<file path="src/rtl/alu16_pkg.sv">
package alu16_pkg;

    typedef enum logic [4:0] {
        OP_LOAD  = 5'd0,
        OP_STORE = 5'd1,
        OP_ADD   = 5'd2,
        OP_SUB   = 5'd3,
        OP_CMP   = 5'd4,
        OP_MUL   = 5'd5,
        OP_DIV   = 5'd6,
        OP_AND   = 5'd7,
        OP_OR    = 5'd8,
        OP_XOR   = 5'd9,
        OP_NOT   = 5'd10,
        OP_SHL   = 5'd11,
        OP_SHR   = 5'd12,
        OP_ROL   = 5'd13,
        OP_ROR   = 5'd14,
        OP_INC   = 5'd15,
        OP_DEC   = 5'd16
    } alu_op_e;

    typedef enum logic [1:0] {
        DST_ACC = 2'd0,
        DST_REG = 2'd1,
        DST_CMP = 2'd2
    } alu_dst_e;

    typedef enum logic [1:0] {
        CY_KEEP  = 2'd0,
        CY_CLEAR = 2'd1,
        CY_WRITE = 2'd2
    } cy_mode_e;

    typedef struct packed {
        alu_dst_e dst;
        cy_mode_e cy;
        logic     v_wr;
        logic     arith;
    } alu_ctrl_t;

    localparam int unsigned STAT_W = 8;
    localparam int unsigned ST_C   = 0;
    localparam int unsigned ST_Z   = 1;
    localparam int unsigned ST_V   = 6;
    localparam int unsigned ST_N   = 7;
    localparam int unsigned LAST_OP = 16;

    function automatic alu_op_e norm_op(logic [4:0] code);
        return (int'(code) > LAST_OP) ? OP_LOAD : alu_op_e'(code);
    endfunction

    function automatic alu_ctrl_t decode(alu_op_e op);
        alu_ctrl_t c;
        c.dst   = DST_ACC;
        c.cy    = CY_KEEP;
        c.v_wr  = 1'b0;
        c.arith = 1'b0;
        case (op)
            OP_STORE: begin c.dst = DST_REG; c.cy = CY_CLEAR; end
            OP_ADD, OP_SUB: begin c.cy = CY_WRITE; c.v_wr = 1'b1; c.arith = 1'b1; end
            OP_CMP: begin c.dst = DST_CMP; c.cy = CY_WRITE; c.v_wr = 1'b1; c.arith = 1'b1; end
            OP_MUL: c.arith = 1'b1;
            OP_DIV: begin c.v_wr = 1'b1; c.arith = 1'b1; end
            OP_OR, OP_XOR: c.cy = CY_CLEAR;
            OP_NOT, OP_ROL, OP_ROR: begin c.dst = DST_REG; c.cy = CY_CLEAR; end
            OP_SHL, OP_SHR: begin c.dst = DST_REG; c.cy = CY_WRITE; end
            OP_INC, OP_DEC: begin c.dst = DST_REG; c.cy = CY_CLEAR; c.arith = 1'b1; end
            default: ;
        endcase
        return c;
    endfunction

endpackage

</file>
<file path="src/rtl/alu16_arith.sv">
module alu16_arith
    import alu16_pkg::*;
#(
    parameter int unsigned W = 16
) (
    input  alu_op_e        op_i,
    input  logic [W-1:0]   a_i,
    input  logic [W-1:0]   b_i,
    output logic [W-1:0]   res_o,
    output logic           cy_o,
    output logic           ov_o
);
    localparam int unsigned MSB = W - 1;

    logic [W:0]   sum_w;
    logic [W:0]   dif_w;
    logic [W-1:0] mul_w;
    logic [W-1:0] quo_w;
    logic         div0_w;

    assign sum_w  = {1'b0, a_i} + {1'b0, b_i};
    assign dif_w  = {1'b0, a_i} - {1'b0, b_i};
    assign mul_w  = a_i * b_i;
    assign div0_w = (b_i == '0);
    assign quo_w  = div0_w ? '1 : (a_i / b_i);

    always_comb begin
        res_o = b_i;
        cy_o  = 1'b0;
        ov_o  = 1'b0;
        case (op_i)
            OP_ADD: begin
                res_o = sum_w[W-1:0];
                cy_o  = sum_w[W];
                ov_o  = (a_i[MSB] == b_i[MSB]) && (sum_w[MSB] != a_i[MSB]);
            end
            OP_SUB, OP_CMP: begin
                res_o = dif_w[W-1:0];
                cy_o  = dif_w[W];
                ov_o  = (a_i[MSB] != b_i[MSB]) && (dif_w[MSB] != a_i[MSB]);
            end
            OP_MUL: res_o = mul_w;
            OP_DIV: begin
                res_o = quo_w;
                ov_o  = div0_w;
            end
            OP_INC: res_o = b_i + W'(1);
            OP_DEC: res_o = b_i - W'(1);
            default: ;
        endcase
    end
endmodule

</file>
<file path="src/rtl/alu16_logic.sv">
module alu16_logic
    import alu16_pkg::*;
#(
    parameter int unsigned W = 16
) (
    input  alu_op_e        op_i,
    input  logic [W-1:0]   a_i,
    input  logic [W-1:0]   b_i,
    output logic [W-1:0]   res_o,
    output logic           cy_o
);
    always_comb begin
        res_o = b_i;
        cy_o  = 1'b0;
        case (op_i)
            OP_STORE: res_o = a_i;
            OP_AND:   res_o = a_i & b_i;
            OP_OR:    res_o = a_i | b_i;
            OP_XOR:   res_o = a_i ^ b_i;
            OP_NOT:   res_o = ~b_i;
            OP_SHL: begin
                res_o = {b_i[W-2:0], 1'b0};
                cy_o  = b_i[W-1];
            end
            OP_SHR: begin
                res_o = {1'b0, b_i[W-1:1]};
                cy_o  = b_i[0];
            end
            OP_ROL:   res_o = {b_i[W-2:0], b_i[W-1]};
            OP_ROR:   res_o = {b_i[0], b_i[W-1:1]};
            default: ;
        endcase
    end
endmodule

</file>
<file path="src/rtl/alu16_flags.sv">
module alu16_flags
    import alu16_pkg::*;
#(
    parameter int unsigned W = 16
) (
    input  logic               clk_i,
    input  logic               rst_i,
    input  logic               upd_i,
    input  cy_mode_e           cy_mode_i,
    input  logic               v_wr_i,
    input  logic               cy_i,
    input  logic               ov_i,
    input  logic [W-1:0]       res_i,
    output logic [STAT_W-1:0]  stat_o
);
    logic [STAT_W-1:0] stat_q, stat_d;

    always_comb begin
        stat_d = stat_q;
        case (cy_mode_i)
            CY_CLEAR: stat_d[ST_C] = 1'b0;
            CY_WRITE: stat_d[ST_C] = cy_i;
            default: ;
        endcase
        if (v_wr_i) stat_d[ST_V] = ov_i;
        stat_d[ST_Z] = (res_i == '0);
        stat_d[ST_N] = res_i[W-1];
    end

    always_ff @(posedge clk_i) begin
        if (rst_i)      stat_q <= '0;
        else if (upd_i) stat_q <= stat_d;
    end

    assign stat_o = stat_q;

    // reserved bits never set
    a_r2_reserved_zero: assert property (@(posedge clk_i) disable iff (rst_i)
        stat_q[5:2] == 4'b0000);

    // flags frozen without a valid operation
    a_r11_hold: assert property (@(posedge clk_i) disable iff (rst_i)
        !upd_i |=> $stable(stat_q));

    // clearing operations leave carry at zero
    a_r7_carry_cleared: assert property (@(posedge clk_i) disable iff (rst_i)
        (upd_i && cy_mode_i == CY_CLEAR) |=> !stat_q[ST_C]);

    // zero flag tracks the committed result
    a_r4_zero_flag: assert property (@(posedge clk_i) disable iff (rst_i)
        upd_i |=> (stat_q[ST_Z] == ($past(res_i) == '0)));
endmodule

</file>
<file path="src/rtl/alu16_top.sv">
module alu16_top
    import alu16_pkg::*;
#(
    parameter int unsigned W = 16
) (
    input  logic               clk_i,
    input  logic               rst_i,
    input  logic               op_valid_i,
    input  logic [4:0]         op_i,
    input  logic [W-1:0]       acc_i,
    input  logic [W-1:0]       reg_i,
    output logic [W-1:0]       result_o,
    output logic [1:0]         dest_o,
    output logic [STAT_W-1:0]  status_o
);
    alu_op_e   op_w;
    alu_ctrl_t ctrl_w;
    logic [W-1:0] ar_res_w, lg_res_w, res_w;
    logic ar_cy_w, ar_ov_w, lg_cy_w;

    assign op_w   = norm_op(op_i);
    assign ctrl_w = decode(op_w);

    alu16_arith #(.W(W)) u_arith (
        .op_i (op_w),
        .a_i  (acc_i),
        .b_i  (reg_i),
        .res_o(ar_res_w),
        .cy_o (ar_cy_w),
        .ov_o (ar_ov_w)
    );

    alu16_logic #(.W(W)) u_logic (
        .op_i (op_w),
        .a_i  (acc_i),
        .b_i  (reg_i),
        .res_o(lg_res_w),
        .cy_o (lg_cy_w)
    );

    assign res_w = ctrl_w.arith ? ar_res_w : lg_res_w;

    alu16_flags #(.W(W)) u_flags (
        .clk_i    (clk_i),
        .rst_i    (rst_i),
        .upd_i    (op_valid_i),
        .cy_mode_i(ctrl_w.cy),
        .v_wr_i   (ctrl_w.v_wr),
        .cy_i     (ctrl_w.arith ? ar_cy_w : lg_cy_w),
        .ov_i     (ar_ov_w),
        .res_i    (res_w),
        .stat_o   (status_o)
    );

    assign result_o = res_w;
    assign dest_o   = ctrl_w.dst;

    // compare always targets the compare register with the difference
    a_r8_cmp_dest: assert property (@(posedge clk_i) disable iff (rst_i)
        (op_w == OP_CMP) |-> (dest_o == DST_CMP && result_o == acc_i - reg_i));

    // divide by zero yields all ones and raises overflow
    a_r9_div_zero: assert property (@(posedge clk_i) disable iff (rst_i)
        (op_valid_i && op_w == OP_DIV && reg_i == '0) |=>
            (status_o[ST_V] && $past(result_o) == '1));

    // overflow kept by operations that do not define it
    a_r10_v_keep: assert property (@(posedge clk_i) disable iff (rst_i)
        (op_valid_i && !(op_w inside {OP_ADD, OP_SUB, OP_CMP, OP_DIV}))
            |=> $stable(status_o[ST_V]));

    // carry of an add equals the unsigned wrap
    a_r3_add_carry: assert property (@(posedge clk_i) disable iff (rst_i)
        (op_valid_i && op_w == OP_ADD) |=>
            (status_o[ST_C] == ($past(result_o) < $past(acc_i))));
endmodule

</file>
<file path="config.mk">
export PLATFORM = sky130hd
export DESIGN_NAME = alu16_top
export DESIGN_NICKNAME = d
export VERILOG_FILES = /design/src/rtl/alu16_pkg.sv /design/src/rtl/alu16_arith.sv /design/src/rtl/alu16_logic.sv /design/src/rtl/alu16_flags.sv /design/src/rtl/alu16_top.sv
export SDC_FILE = /design/constraint.sdc
export NUM_CORES = 1
export LEC_CHECK = 0
export ABC_AREA = 1
export BUFFER_PORTS_ARGS = -buffer_cell sky130_fd_sc_hd__buf_4
export CORE_MARGIN = 2
export CORE_UTILIZATION = 40
export CTS_BUF_LIST = sky130_fd_sc_hd__clkbuf_8 sky130_fd_sc_hd__clkbuf_16
export DETAILED_ROUTE_END_ITERATION = 16
export GPL_TIMING_DRIVEN = 0
export PLACE_DENSITY = 0.56
export SYNTH_ARGS = -nofsm -noshare
export SYNTH_HDL_FRONTEND = slang
export SYNTH_SLANG_ARGS = --single-unit
</file>
<file path="constraint.sdc">
create_clock -name clk_i -period 32.1 [get_ports clk_i]
set_clock_uncertainty 0.2 [all_clocks]
set_input_delay 1.605 -clock clk_i [delete_from_list [all_inputs] [get_ports clk_i]]
set_output_delay 1.605 -clock clk_i [all_outputs]
set_load 0.01 [all_outputs]
</file>
## Word-level counts from Yosys, hierarchy flattened

Cells that the tools add are included.

- Reductions and logical operators: 13
- Div/mod/pow operators: 1
- Muxes and demuxes: 14
- Add/sub/neg operators: 4
- Equality and inequality tests: 22
- Multiply operators: 1
- Bitwise operators: 4
- Magnitude comparators: 1

Operators with widths:

| kind | count |
|---|---|
| $pmux 16 s9 | 1 |
| $pmux 16 s6 | 1 |
| $eq 5x4->1 const B | 8 |
| $logic_not 16->1 | 2 |
| $mux 16 | 2 |
| $eq 5x3->1 const B | 4 |
| $add 16x16->17 | 1 |
| $sub 16x16->17 | 1 |
| $add 16x1->16 const B | 1 |
| $and 16x16->16 | 1 |
| $div 16x16->16 | 1 |
| $mul 16x16->16 | 1 |
| $not 16->16 | 1 |
| $or 16x16->16 | 1 |
| $reduce_or 8->1 | 2 |
| $sub 16x1->16 const B | 1 |
| $xor 16x16->16 | 1 |
| $eq 5x2->1 const B | 2 |
| $pmux 2 s2 | 2 |
| $reduce_or 7->1 | 1 |
| $pmux 1 s2 | 3 |
| $eq 5x1->1 const B | 1 |
| $eq 5x5->1 const B | 1 |
| $gt 5x5->1 const B | 1 |
| 13 further kinds | 19 |

- Output and inout bits: 26
- Bits of input ports: 40
- Logic and storage cells: 63
- Bits in registers: 4

## Depth between registers and ports, before layout

Gate-level depths: netlist of run 1.

- Depth in word-level cells: 8
- Depth in mapped cells: 200

## By module

From an unflattened synthesis of run 1, not the netlist that was laid out.

- Cell total of the unflattened synthesis: 2724
- Area, all modules: 16593.4 um^2

Modules (own cells, without submodules):

| module | seq. area each (um^2) | area an instance (um^2) | times used | cells an instance |
|---|---|---|---|---|
| alu16_arith | 0.0 | 13985.9 | 1 | 2251 |
| alu16_logic | 0.0 | 1800.5 | 1 | 325 |
| alu16_top | 0.0 | 554.3 | 1 | 109 |
| alu16_flags | 80.1 | 252.7 | 1 | 39 |

## Least setup slack after synthesis of run 1

OpenSTA, ideal clock, no wires.

- Path kind: input-to-output
- Start: input port reg_i[0]
- End: output port result_o[0]
- Slack: 7.801 ns
- Arrival: 22.494 ns
- Stages on the path: 184
- Cells stage by stage: buf_2 inv_1 ha_1 nor2_1 nor2_1 nand3_1 nand2_1 and2_1 ha_1 o21ai_0 nand2_1 nand3_2 nand2_1 o21ai_2 ha_1 a21oi_1 nand2_1 nand2_1 [... 148 more ...] nand2_1 a21oi_1 o21ai_0 nand3_1 nand2_1 xor2_1 nand2_1 nand2_1 inv_1 ha_1 nand2_1 inv_1 nand3_1 nor3_1 nand2_1 nand3_1 o21ai_0 a21oi_1

- Word-level cells in the longest chain between the ends: 4

Ends and longest elaborated chain:

| what | RTL line | source |
|---|---|---|
| from (decl) | alu16_top.sv:11 | `input logic [W-1:0] reg_i,` |
| $div 16x16->16 or $logic_not 16->1 (tied branches) | alu16_arith.sv:25, alu16_arith.sv:24 |  |
| $mux 16 | alu16_arith.sv:25 | `assign quo_w = div0_w ? '1 : (a_i / b_i);` |
| $pmux 16 s6 | alu16_arith.sv:31 | `case (op_i)` |
| $mux 16 (*) | alu16_top.sv:41 | `assign res_w = ctrl_w.arith ? ar_res_w : lg_res_w;` |
| to (decl) | alu16_top.sv:12 | `output logic [W-1:0] result_o,` |

Mark *: on every way between the ends. The rest lies on a longest branch, timed or not.

## Worst setup path in the final report of run 1

- Start: input port reg_i[1]
- End: output port result_o[0]

The elaborated chain is that of the path after synthesis.

==> flow_summary.yaml, run 1 <==
outcome:
  status: "completed"
synthesis:
  synth_flop_cell: "dfxtp_1"
  seq_area_frac_synth_pct: 0.5261
  synth_edf_count: 0
  syn_inst: 2516
  syn_avg_cell_area_um2: 6.050
  synth_cell_types: 63
  async_flop_share_pct: 0
  ys_ff_latch: 4
  yosysWarnings: 0
  synthesis.area_mm2: 0.01522
hold_path:
  holdPathEnd: "u_flags.stat_o[1]"
  hp-start: "u_flags.stat_o[1]"
  hold_depth: 2
  hold_path.class: "flip-flop to flip-flop"
critical_path:
  crit_top_cell: "nand2_1"
  reg2reg_depth: 2
  slowest_delay_ns: 0.69
  r2r_setup_slack_ns: 31.25
  regToRegEndpoint: "u_flags.stat_o[6]"
  worstSetupStartpointType: "primary input"
  cp-end-kind: "output pin"
  crit_type: "primary input to output pin"
  cp.arrival_ns: 27.58
  slowest_stage: "inv_1"
  crit_fanout: 21
  r2r-start: "u_flags.stat_o[6]"
  required_ns: 30.30
clock_network:
  root_buffer: "clkbuf_16"
  clk_latency_ns: 0.22
  cts_tree: "yes"
  cts_buffers: 3
  clockBufferDepth: 2
  path_clk_slew_ns: 0.03
  cts.sinks: 4
  postCtsHoldBufs: 0
  cts_htree_levels: 1
global_route:
  grtUsageTotal_pct: 31.12
  grt.overflow.total: 0
  grt_pass1_vias: 16415
  grt_antenna_before_repair: 0
  grt_pass1_wl_um: 94290
  grt_start_max_net_pins: 22
power:
  irDropWorstVdd_uv: 40.24
  power.density_mw_per_mm2: 33.62
  total_leakage_power_nw: 9.185
  total_power_mw: 0.5537
floorplan:
  core_area_mm2: 0.03758
  start_util_pct: 40.51
  die_area_mm2: 0.03963
  die_y_um: 199.1
  dieWidth_um: 199.1
  rows: 71
  pin_count: 66
place:
  dp_hpwl_um: 49950
  numPlacedInstances: 3091
  io_buffers: 61
  gp_congestion: 0.9806
routing:
  dr_wl_met3_um: 3928
  drt_iter0_drc: 1414
  dr.pass1.iters: 6
  met1_length_um: 27300
  postRouteAntennaNets: 0
  wl_um: 60990
  wl_met2_um: 27370
  wl_per_cell_um: 19.68
  vias: 17009
  routed.top_layer: "met4"
  viasPerCell: 5.489
  drc: 0
timing:
  holdWs_ns: 0.2718
  maxSlewHeadroom_pct: 12.71
  period_needed_ns: 29.39
  setup_tns_ns: 0
  period_share_pct: 91.55
  setup_viol: 0
  rsz0062_at_grt: "no"
  worst_slew_pin_slew_ns: 1.308
  finalMaxSlewViolations: 0
  timing.fmax_mhz: 34.03
  hold_violations: 0
final_layout:
  syn2layout_area_growth_pct: 8.212
  fillers: 4179
  nets: 2964
  layout-drive-gt1-share_pct: 8.308
  fin_cells: 3099
  fin_util_pct: 43.83
  largest_reg_flops: 4
  antenna_cells: 0
job:
  max_cap_violations: 0
logic make-up (layout without fill, tap and decap cells):
| family | count (synthesis) | in the layout | synth area share [%] |
|---|---|---|---|
| AO/OA/AOI/OAI | 422 | 422 | 16.18 |
| flip-flops | 4 | 4 | 0.5261 |
| multiplexers | 2 | 2 | 0.1315 |
| buffers and inverters | 544 | 613 | 13.97 |
| adder cells (fa/ha/maj) | 334 | 334 | 31.55 |
| AND/OR/NAND/NOR | 1128 | 1128 | 32.86 |
| XOR/XNOR | 81 | 81 | 4.760 |
| other | 1 | 4 | 0.02464 |
power by group:
part           internal [mW]  leakage, nW  switching (mW)
Sequential           0.00519       0.0325       0.0000976
Combinational          0.203         9.12           0.326
Clock                 0.0159       0.0370         0.00335
cell usage in the layout, fill, tap and decap left out, types with 13 or more instances in the layout:
cell type	netlist	final
o22ai_1	32	32
inv_2	17	18
nor3_1	42	41
o211ai_1	18	18
nand4_1	20	20
nor2_1	113	113
xor2_1	44	44
ha_1	251	251
nand2_1	663	663
o21ai_0	115	115
buf_4	10	76
nand3_2	13	14
clkbuf_1	39	37
buf_2	26	25
o2111ai_1	14	14
fa_1	83	83
xnor2_1	35	35
a211oi_1	18	18
a21oi_1	145	145
or2_2	29	29
nor4_1	14	13
and2_1	17	17
inv_1	446	444
nand3_1	171	170
o21ai_1	25	25
critical path, delay by kind of cell:
kind            cells  cell delay, ns
simple gates       84           10.26
buf+inv            33            5.62
fa+ha+maj          15            4.90
compound gates     33            5.14
how the worst max path moves through the flow:
| stage | start | endpoint | slack, ns | depth (start not counted) |
|---|---|---|---|---|
| after global routing | reg_i[0] | result_o[0] | 0.006 | 182 |
| final | reg_i[1] | result_o[0] | 2.71 | 165 |
| after global placement | reg_i[0] | result_o[0] | 2.08 | 169 |
| after detailed placement | reg_i[0] | result_o[0] | 1.99 | 172 |
| after CTS | reg_i[0] | result_o[0] | 1.88 | 169 |
| after floorplan | reg_i[0] | result_o[0] | 7.80 | 184 |
final cells by class:
class | instances | area (um^2) | area share [%]
tap | 511 | 639.4 | 3.882
multi-input combinational | 1971 | 13040 | 79.18
clock buffer | 3 | 75.07 | 0.4558
timing repair buffer | 67 | 506.7 | 3.077
sequential | 4 | 80.08 | 0.4862
buffer | 78 | 379.1 | 2.302
inverter | 465 | 1749 | 10.62
Yosys cell counts, drive strengths merged (18+ instances only):
| cell | count | area share (%) |
|---|---|---|
| nand2 | 670 | 17 |
| inv | 463 | 11 |
| ha | 251 | 21 |
| nand3 | 185 | 6.6 |
| a21oi | 146 | 4.8 |
| o21ai | 145 | 4.9 |
| nor2 | 131 | 3.8 |
| fa | 83 | 11 |
| nor3 | 45 | 1.7 |
| xor2 | 44 | 2.5 |
| buf | 40 | 1.5 |
| clkbuf | 39 | 0.96 |
| xnor2 | 37 | 2.2 |
| or2 | 36 | 1.5 |
| o22ai | 32 | 1.3 |
| nand4 | 21 | 0.96 |
| a211oi | 18 | 0.89 |
| o211ai | 18 | 0.89 |
timing repair:
action                                  CTS  global route
endpoints found under the setup margin    0             2
setup buffers                             0             6
hold endpoints to repair                  0             0
resized for setup                         0             9
through the flow:
stage	worst slack [ns]	area (um^2)
6_report	2.713	16470
5_1_grt	0.006455	16470
2_1_floorplan	7.801	15230
3_3_place_gp	2.083	16330
3_5_place_dp	1.988	16340
4_1_cts	1.879	16410
routing by layer:
metal  track usage, %  vias up
met3            1.992      113
met2            52.78      590
met4            10.31        0
li1                 -     8309
met5                0        -
met1            41.92     7997
(Power assumes the default switching activity.)
==> inputs of run 2 (changes only) <==
==> constraint.sdc (replaced) <==
create_clock -name clk_i -period 32.1 [get_ports clk_i]
set_clock_uncertainty 0.2 [all_clocks]
set_input_delay 3.21 -clock clk_i [delete_from_list [all_inputs] [get_ports clk_i]]
set_output_delay 3.21 -clock clk_i [all_outputs]
set_load 0.01 [all_outputs]
==> run 2 against run 1 <==
Final area rose by 4.0%; non-clock buffer count rose by 19; worst hold slack barely moved; global-route usage fell by 0.083 points; sequential cell count did not move; die area did not move; critical endpoint unchanged; highest routed layer unchanged.
==> flow_summary.yaml, run 2 (same netlist as run 1, synthesis figures left out) <==
outcome:
  status: "completed"
timing:
  hold_violations: 0
  period_share_pct: 93.32
  worst_slew_pin_slew_ns: 1.241
  maxSlewHeadroom_pct: 17.18
  timing.fmax_mhz: 33.38
  finalMaxSlewViolations: 0
  fin_ws_ns: 2.143
  period_needed_ns: 29.96
  setup_viol: 0
  holdWs_ns: 0.2718
floorplan:
  rows: 71
  core_area_mm2: 0.03758
  dieWidth_um: 199.1
  die_y_um: 199.1
  start_util_pct: 40.51
  die_area_mm2: 0.03963
  pin_count: 66
job:
  max_cap_violations: 0
routing:
  drt_iter0_drc: 1380
  viasPerCell: 5.529
  wl_um: 61850
  vias: 17249
  dr.pass1.iters: 7
  postRouteAntennaNets: 0
  drc: 0
  wl_per_cell_um: 19.83
clock_network:
  cts_htree_levels: 1
  clk_latency_ns: 0.22
  cts_buffers: 3
  cts_tree: "yes"
  clockBufferDepth: 2
  cts.sinks: 4
  root_buffer: "clkbuf_16"
  path_clk_slew_ns: 0.03
  postCtsHoldBufs: 0
place:
  gp_congestion: 0.9806
  preCtsSetupSlack_ns: -1.222
  placed_area_mm2: 0.01634
  dp_hpwl_um: 49950
  io_buffers: 61
critical_path:
  cp-end-kind: "output pin"
  r2r-start: "u_flags.stat_o[6]"
  crit_start: "reg_i[0]"
  crit_top_cell: "nand2_1"
  cp.arrival_ns: 26.55
  slowest_delay_ns: 0.36
  crit_fanout: 17
  slowest_stage: "ha_1"
  worstSetupStartpointType: "primary input"
  required_ns: 28.69
  crit_type: "primary input to output pin"
final_layout:
  fillers: 4122
  antenna_cells: 0
  nets: 2985
  layout_common_cells: "nand2_1 (654), inv_1 (436), ha_1 (241), nand3_1 (166), a21oi_1 (133)"
  final_common_cell: "nand2_1"
  syn2layout_area_growth_pct: 12.55
  layout-drive-gt1-share_pct: 11.77
  fin_area_mm2: 0.01713
  largest_reg_flops: 4
  fin_util_pct: 45.59
global_route:
  grt_start_max_net_pins: 20
  grt_pass1_wl_um: 94070
  grt.overflow.total: 0
  grt_antenna_before_repair: 0
  grtUsageTotal_pct: 31.04
  grt_pass1_vias: 16420
power:
  total_leakage_power_nw: 9.409
  irDropWorstVdd_uv: 40.11
  power.density_mw_per_mm2: 33.26
hold_path:
  hold_path.class: "flip-flop to flip-flop"
  hp-start: "u_flags.stat_o[1]"
[run 2: changes by cell type in the layout (fill, tap and decap cells not counted), moves of 5 or more]
cell | before | now
nand3_4 | 1 | 6
ha_4 | 0 | 7
buf_2 | 25 | 19
o21ai_0 | 115 | 104
o21ai_2 | 5 | 10
nor4_1 | 13 | 7
ha_1 | 251 | 241
nand2_1 | 663 | 654
nand2_2 | 7 | 13
inv_1 | 444 | 436
buf_4 | 76 | 99
a21oi_2 | 1 | 12
a21oi_1 | 145 | 133
[run 2: final timing paths]
kind              slack [ns]  depth (start not counted)                 to
setup reg to reg       31.25                          2  u_flags.stat_o[6]
setup / recovery        2.14                        179        result_o[0]
hold / removal          0.27                          2  u_flags.stat_o[1]
hold reg to reg         0.27                          2  u_flags.stat_o[1]
[run 2: routing by layer]
metal / routed length (um) / vias to the layer above / GRT usage (%)
met5: 0 / - / 0
met2: 28040 / 573 / 52.55
met3: 3986 / 119 / 1.705
met1: 27440 / 8192 / 42.05
met4: 2386 / 0 / 10.31
li1: - / 8365 / -
[run 2: where the power goes]
part	internal, mW	total (mW)	switching, mW
logic	0.211	0.545	0.335
registers	0.00519	0.00529	0.0000976
clock network	0.0159	0.0193	0.00338
total	0.232	0.570	0.338
[run 2: critical path, delay by kind of cell]
kind	cells	cell delay (ns)
compound gates	33	4.69
xor+xnor	1	0.14
fa+ha+maj	16	4.88
buf+inv	28	2.84
simple gates	101	10.69
[run 2: area by class of cell]
type | instances | area (um^2) | area share (%)
Buffer | 78 | 415.4 | 2.425
Tap cell | 511 | 639.4 | 3.732
Clock buffer | 3 | 75.07 | 0.4382
Multi-Input combinational cell | 1972 | 13480 | 78.70
Inverter | 465 | 1777 | 10.37
Timing Repair Buffer | 86 | 658.1 | 3.842
Timing Repair inverter | 1 | 5.005 | 0.02921
Sequential cell | 4 | 80.08 | 0.4674
[run 2: repair_timing]
| item | 4_1_cts | 5_1_grt |
|---|---|---|
| setup buffers | 1 | 24 |
| resized for setup | 12 | 131 |
| setup endpoints to repair | 1 | 3 |
| gates cloned | 1 | 1 |
| pin swaps | 0 | 21 |
[run 2: per-stage QoR]
step / TNS [ns] / instances / power [mW]
floorplan: 0 / 2519 / 0.3944
global placement: -1.127 / 3091 / 0.5232
detailed placement: -1.222 / 3091 / 0.5288
CTS: 0 / 3095 / 0.5524
global route: -0.09823 / 3120 / 0.6460
finish: 0 / 3120 / 0.5698
==> inputs of run 3 (changes only) <==
- ABC_AREA: 1 -> unset
- CAP_MARGIN: unset -> 15
- CELL_PAD_IN_SITES_DETAIL_PLACEMENT: unset -> 2
- CELL_PAD_IN_SITES_GLOBAL_PLACEMENT: unset -> 2
- CORE_UTILIZATION: 40 -> 38
- PLACE_DENSITY: 0.56 -> 0.84
==> run 3 against run 2 <==
The run now fails in 5_1_grt; synthesized area shrank 1.9%; synthesized cell count is 17% lower.
==> flow_summary.yaml, run 3 <==
synthesis:
  syn_inst: 2082
  synth_edf_count: 0
  yosys.area_share.adder_pct: 32.15
  synthesis.area_mm2: 0.01494
  seq_area_frac_synth_pct: 0.5361
  syn_avg_cell_area_um2: 7.174
  synth_compound_area_share_pct: 26.30
  muxShareOfSynthArea_pct: 3.334
  ys_ff_latch: 4
  yosys.area_share.simple_pct: 21.75
  async_flop_share_pct: 0
  synth_cell_types: 93
  synth_top_family_by_area: "adder cells"
  yosysWarnings: 0
  synth_top_area_cell: "ha_1"
  synth_top_area_share_pct: 21.03
  synth_common_cells: "ha_1 (251), nor2_1 (215), nand2_1 (194)"
  synth_most_common_cell: "ha_1"
  synthTopCellsByArea: "ha_1 (21%), fa_1 (11%), nor2_1 (5.4%), a21oi_1 (5.1%), nand2_1 (4.9%)"
  synth_xor_area_share_pct: 8.209
  synth_flop_cell: "dfxtp_1"
clock_network:
  root_buffer: "clkbuf_16"
  cts_htree_levels: 1
  cts.sinks: 4
  clockBufferDepth: 2
  cts_buffers: 3
  postCtsHoldBufs: 0
global_route:
  grtUsageTotal_pct: 67.46
  grt_start_max_net_pins: 19
  grt.overflow.total: 16
outcome:
  error_line: "[ERROR GRT-0232] Routing congestion too high. Check the congestion heatmap in the GUI."
  failed_stage: "5_1_grt"
  status: "aborted with a tool error"
floorplan:
  rows: 72
  pin_count: 66
  start_util_pct: 38.56
  dieWidth_um: 202.3
  die_y_um: 202.3
timing:
  worstEndpointType: "top-level output"
  crit_endpoint: "result_o[0]"
place:
  preCtsSetupSlack_ns: -8.848
  io_buffers: 58
  gp_congestion: 0.9992
  dp_hpwl_um: 61610
## run 3: cell families after synthesis
group                    after synthesis
AND/OR/NAND/NOR                      686
AO/OA/AOI/OAI                        575
buffers and inverters                297
multiplexers                          45
other                                  1
adder cells (fa/ha/maj)              334
flip-flops                             4
XOR/XNOR                             140
## run 3: what timing repair did
action                                  4_1_cts
endpoints found under the setup margin        5
gates resized for setup                     257
gates cloned                                  6
buffers inserted                            108
pin swaps                                    75
hold endpoints to repair                      0
## run 3: metrics by stage
step,TNS (ns),std cells,hold slack (ns),cell area [um^2]
2_1_floorplan,0,2085,0.2921,14980
3_3_place_gp,-22.47,2661,0.2651,16070
3_5_place_dp,-26.14,2665,0.2916,16170
4_1_cts,0,2773,0.3000,18450
## run 3: layer usage
| layer | track usage [%] | overflow |
|---|---|---|
| met5 | 15.00 | 0 |
| met3 | 44.41 | 0 |
| met1 | 68.60 | 0 |
| met4 | 64.99 | 6 |
| met2 | 90.09 | 10 |
==> inputs of run 4 (changes only) <==
- CELL_PAD_IN_SITES_DETAIL_PLACEMENT: 2 -> unset
- CELL_PAD_IN_SITES_GLOBAL_PLACEMENT: 2 -> unset
- CORE_UTILIZATION: 38 -> 25
- CTS_BUF_LIST: sky130_fd_sc_hd__clkbuf_8 sky130_fd_sc_hd__clkbuf_16 -> unset
- PLACE_DENSITY: 0.84 -> unset
- PLACE_DENSITY_LB_ADDON: unset -> 0.15
==> run 4 against run 3 <==
The run now ends clean; synthesized cell count unchanged; synthesized area unchanged.
==> flow_summary.yaml, run 4 <==
final_layout:
  nets: 2644
  layout-drive-gt1-share_pct: 22.05
  antenna_cells: 0
  final_common_cell: "nor2_1"
  largest_reg_flops: 4
  layout_common_cells: "nor2_1 (205), ha_1 (197), nand2_1 (189), inv_1 (180), buf_4 (172)"
  fin_area_mm2: 0.01952
  syn2layout_area_growth_pct: 30.68
critical_path:
  path_delay_family: "compound AO/OA/AOI/OAI gates"
  cp-end-kind: "output pin"
  worstSetupStartpointType: "primary input"
  slowest_delay_ns: 0.57
  slowest_stage: "or4b_4"
  cp.arrival_ns: 28.30
  crit_fanout: 14
  critPathBufInv: 19
  crit_type: "primary input to output pin"
  crit_top_cell: "ha_4"
  required_ns: 28.69
timing:
  holdWs_ns: 0.2805
  worst_slew_pin_slew_ns: 1.314
  maxSlewHeadroom_pct: 12.30
  setup_viol: 0
  hold_violations: 0
  period_share_pct: 98.78
  rsz0062_at_grt: "yes"
  setup_tns_ns: 0
  timing.fmax_mhz: 31.54
  period_needed_ns: 31.71
  finalMaxSlewViolations: 0
power:
  pwr-share-clk_pct: 2.5
  total_leakage_power_nw: 8.311
  p_switching_mw: 0.4438
  irDropWorstVdd_uv: 73.20
  p_comb_share_pct: 96.8
  p_int_mw: 0.3128
  power_frac_seq_pct: 0.7
  netSwitchingFraction_pct: 58.65
  power.density_mw_per_mm2: 38.76
  total_power_mw: 0.7566
place:
  dp_hpwl_um: 56730
  placed_area_mm2: 0.01652
  gp_congestion: 0.9786
  io_buffers: 58
synthesis:
  synth_edf_count: 0
  synth_cell_types: 93
  syn_avg_cell_area_um2: 7.174
  synth_flop_cell: "dfxtp_1"
  synth_top_area_share_pct: 21.03
  ys_ff_latch: 4
  async_flop_share_pct: 0
  syn_inst: 2082
  synth_top_area_cell: "ha_1"
  synth_most_common_cell: "ha_1"
  seq_area_frac_synth_pct: 0.5361
  yosysWarnings: 0
  synthesis.area_mm2: 0.01494
  synthTopCellsByArea: "ha_1 (21%), fa_1 (11%), nor2_1 (5.4%), a21oi_1 (5.1%), nand2_1 (4.9%)"
  synth_common_cells: "ha_1 (251), nor2_1 (215), nand2_1 (194)"
global_route:
  grt_start_max_net_pins: 29
  grt_pass1_vias: 16618
  grtUsageTotal_pct: 22.12
  grt_antenna_before_repair: 3
  grt_pass1_wl_um: 105700
  grt.overflow.total: 0
floorplan:
  dieWidth_um: 248.4
  core_area_mm2: 0.05902
  pin_count: 66
  die_area_mm2: 0.06172
  start_util_pct: 25.31
  die_y_um: 248.4
  rows: 89
routing:
  viasPerCell: 5.548
  drt_iter0_drc: 1268
  wl_um: 72020
  postRouteAntennaNets: 0
  drc: 0
  vias: 16870
  dr.pass1.iters: 5
  wl_per_cell_um: 23.68
hold_path:
  hold_path.class: "flip-flop to flip-flop"
clock_network:
  path_clk_slew_ns: 0.03
  cts_buffers: 3
  cts_htree_levels: 1
  cts_tree: "yes"
  root_buffer: "clkbuf_16"
  clk_latency_ns: 0.22
  cts.sinks: 4
  postCtsHoldBufs: 0
  clockBufferDepth: 2
outcome:
  status: "completed"
job:
  max_cap_violations: 0
[run 4: worst paths after layout]
check	startpoint	end	slack [ns]	cells past startpoint
setup reg to reg	u_flags.stat_o[1]	u_flags.stat_o[1]	31.16	2
setup / recovery	reg_i[0]	result_o[0]	0.39	117
hold reg to reg	u_flags.stat_o[0]	u_flags.stat_o[0]	0.28	2
hold / removal	u_flags.stat_o[0]	u_flags.stat_o[0]	0.28	2
[run 4: kinds of logic (layout without fill, tap and decap cells)]
kind of cell               after synthesis  in the layout  synth area share [%]
other                                    1              4               0.02511
and+or+nand+nor                        686            686                 21.75
DFF                                      4              4                0.5361
adders and majority gates              334            334                 32.15
AOI/OAI and AO/OA                      575            576                 26.30
muxes                                   45             45                 3.334
xor gates and xnor gates               140            140                 8.209
buffers and inverters                  297            479                 7.698
[run 4: worst min-delay path, cell delays in order, from the launching register on]
cell and delay [ns]:
dfxtp_1 0.30, o21ai_0 0.07, a21oi_1 0.06
[run 4: per-layer routing]
metal / wire [um] / GRT usage, %
met5: 0 / 0
met4: 2504 / 5.817
met3: 4212 / 1.696
met2: 32770 / 36.71
met1: 32530 / 30.77
[run 4: power by group through the flow]
stage               Clock, mW  Sequential (mW)  Combinational [mW]
floorplan                   0          0.00548               0.444
global placement            0          0.00539               0.664
detailed placement          0          0.00540               0.664
CTS                    0.0194          0.00533               0.700
global route           0.0201          0.00535               0.804
finish                 0.0191          0.00533               0.732
[run 4: final cells by class]
class                      instances  area, um^2
fill                            6357       39500
inverter                         194       739.5
timing repair inverter             1       5.005
multi-input combinational       1785       15560
clock buffer                       3       75.07
buffer                            92       485.5
timing repair buffer             189        1605
sequential                         4       80.08
tap                              773       967.2
[run 4: stage by stage]
step | utilization [%] | instances | setup slack, ns
5_1_grt | 33.07 | 3041 | -0.3642
3_5_place_dp | 27.98 | 2921 | -8.650
6_report | 33.07 | 3041 | 0.3901
2_1_floorplan | - | 2085 | 0.04340
3_3_place_gp | 27.76 | 2916 | -8.563
4_1_cts | 30.95 | 2987 | 0.01117
[run 4: what timing repair did]
action                     4_1_cts  5_1_grt
gates resized for setup        222      140
setup endpoints to repair        5        1
gates cloned                     3        2
pin swaps                       70      102
setup buffers                   69       52
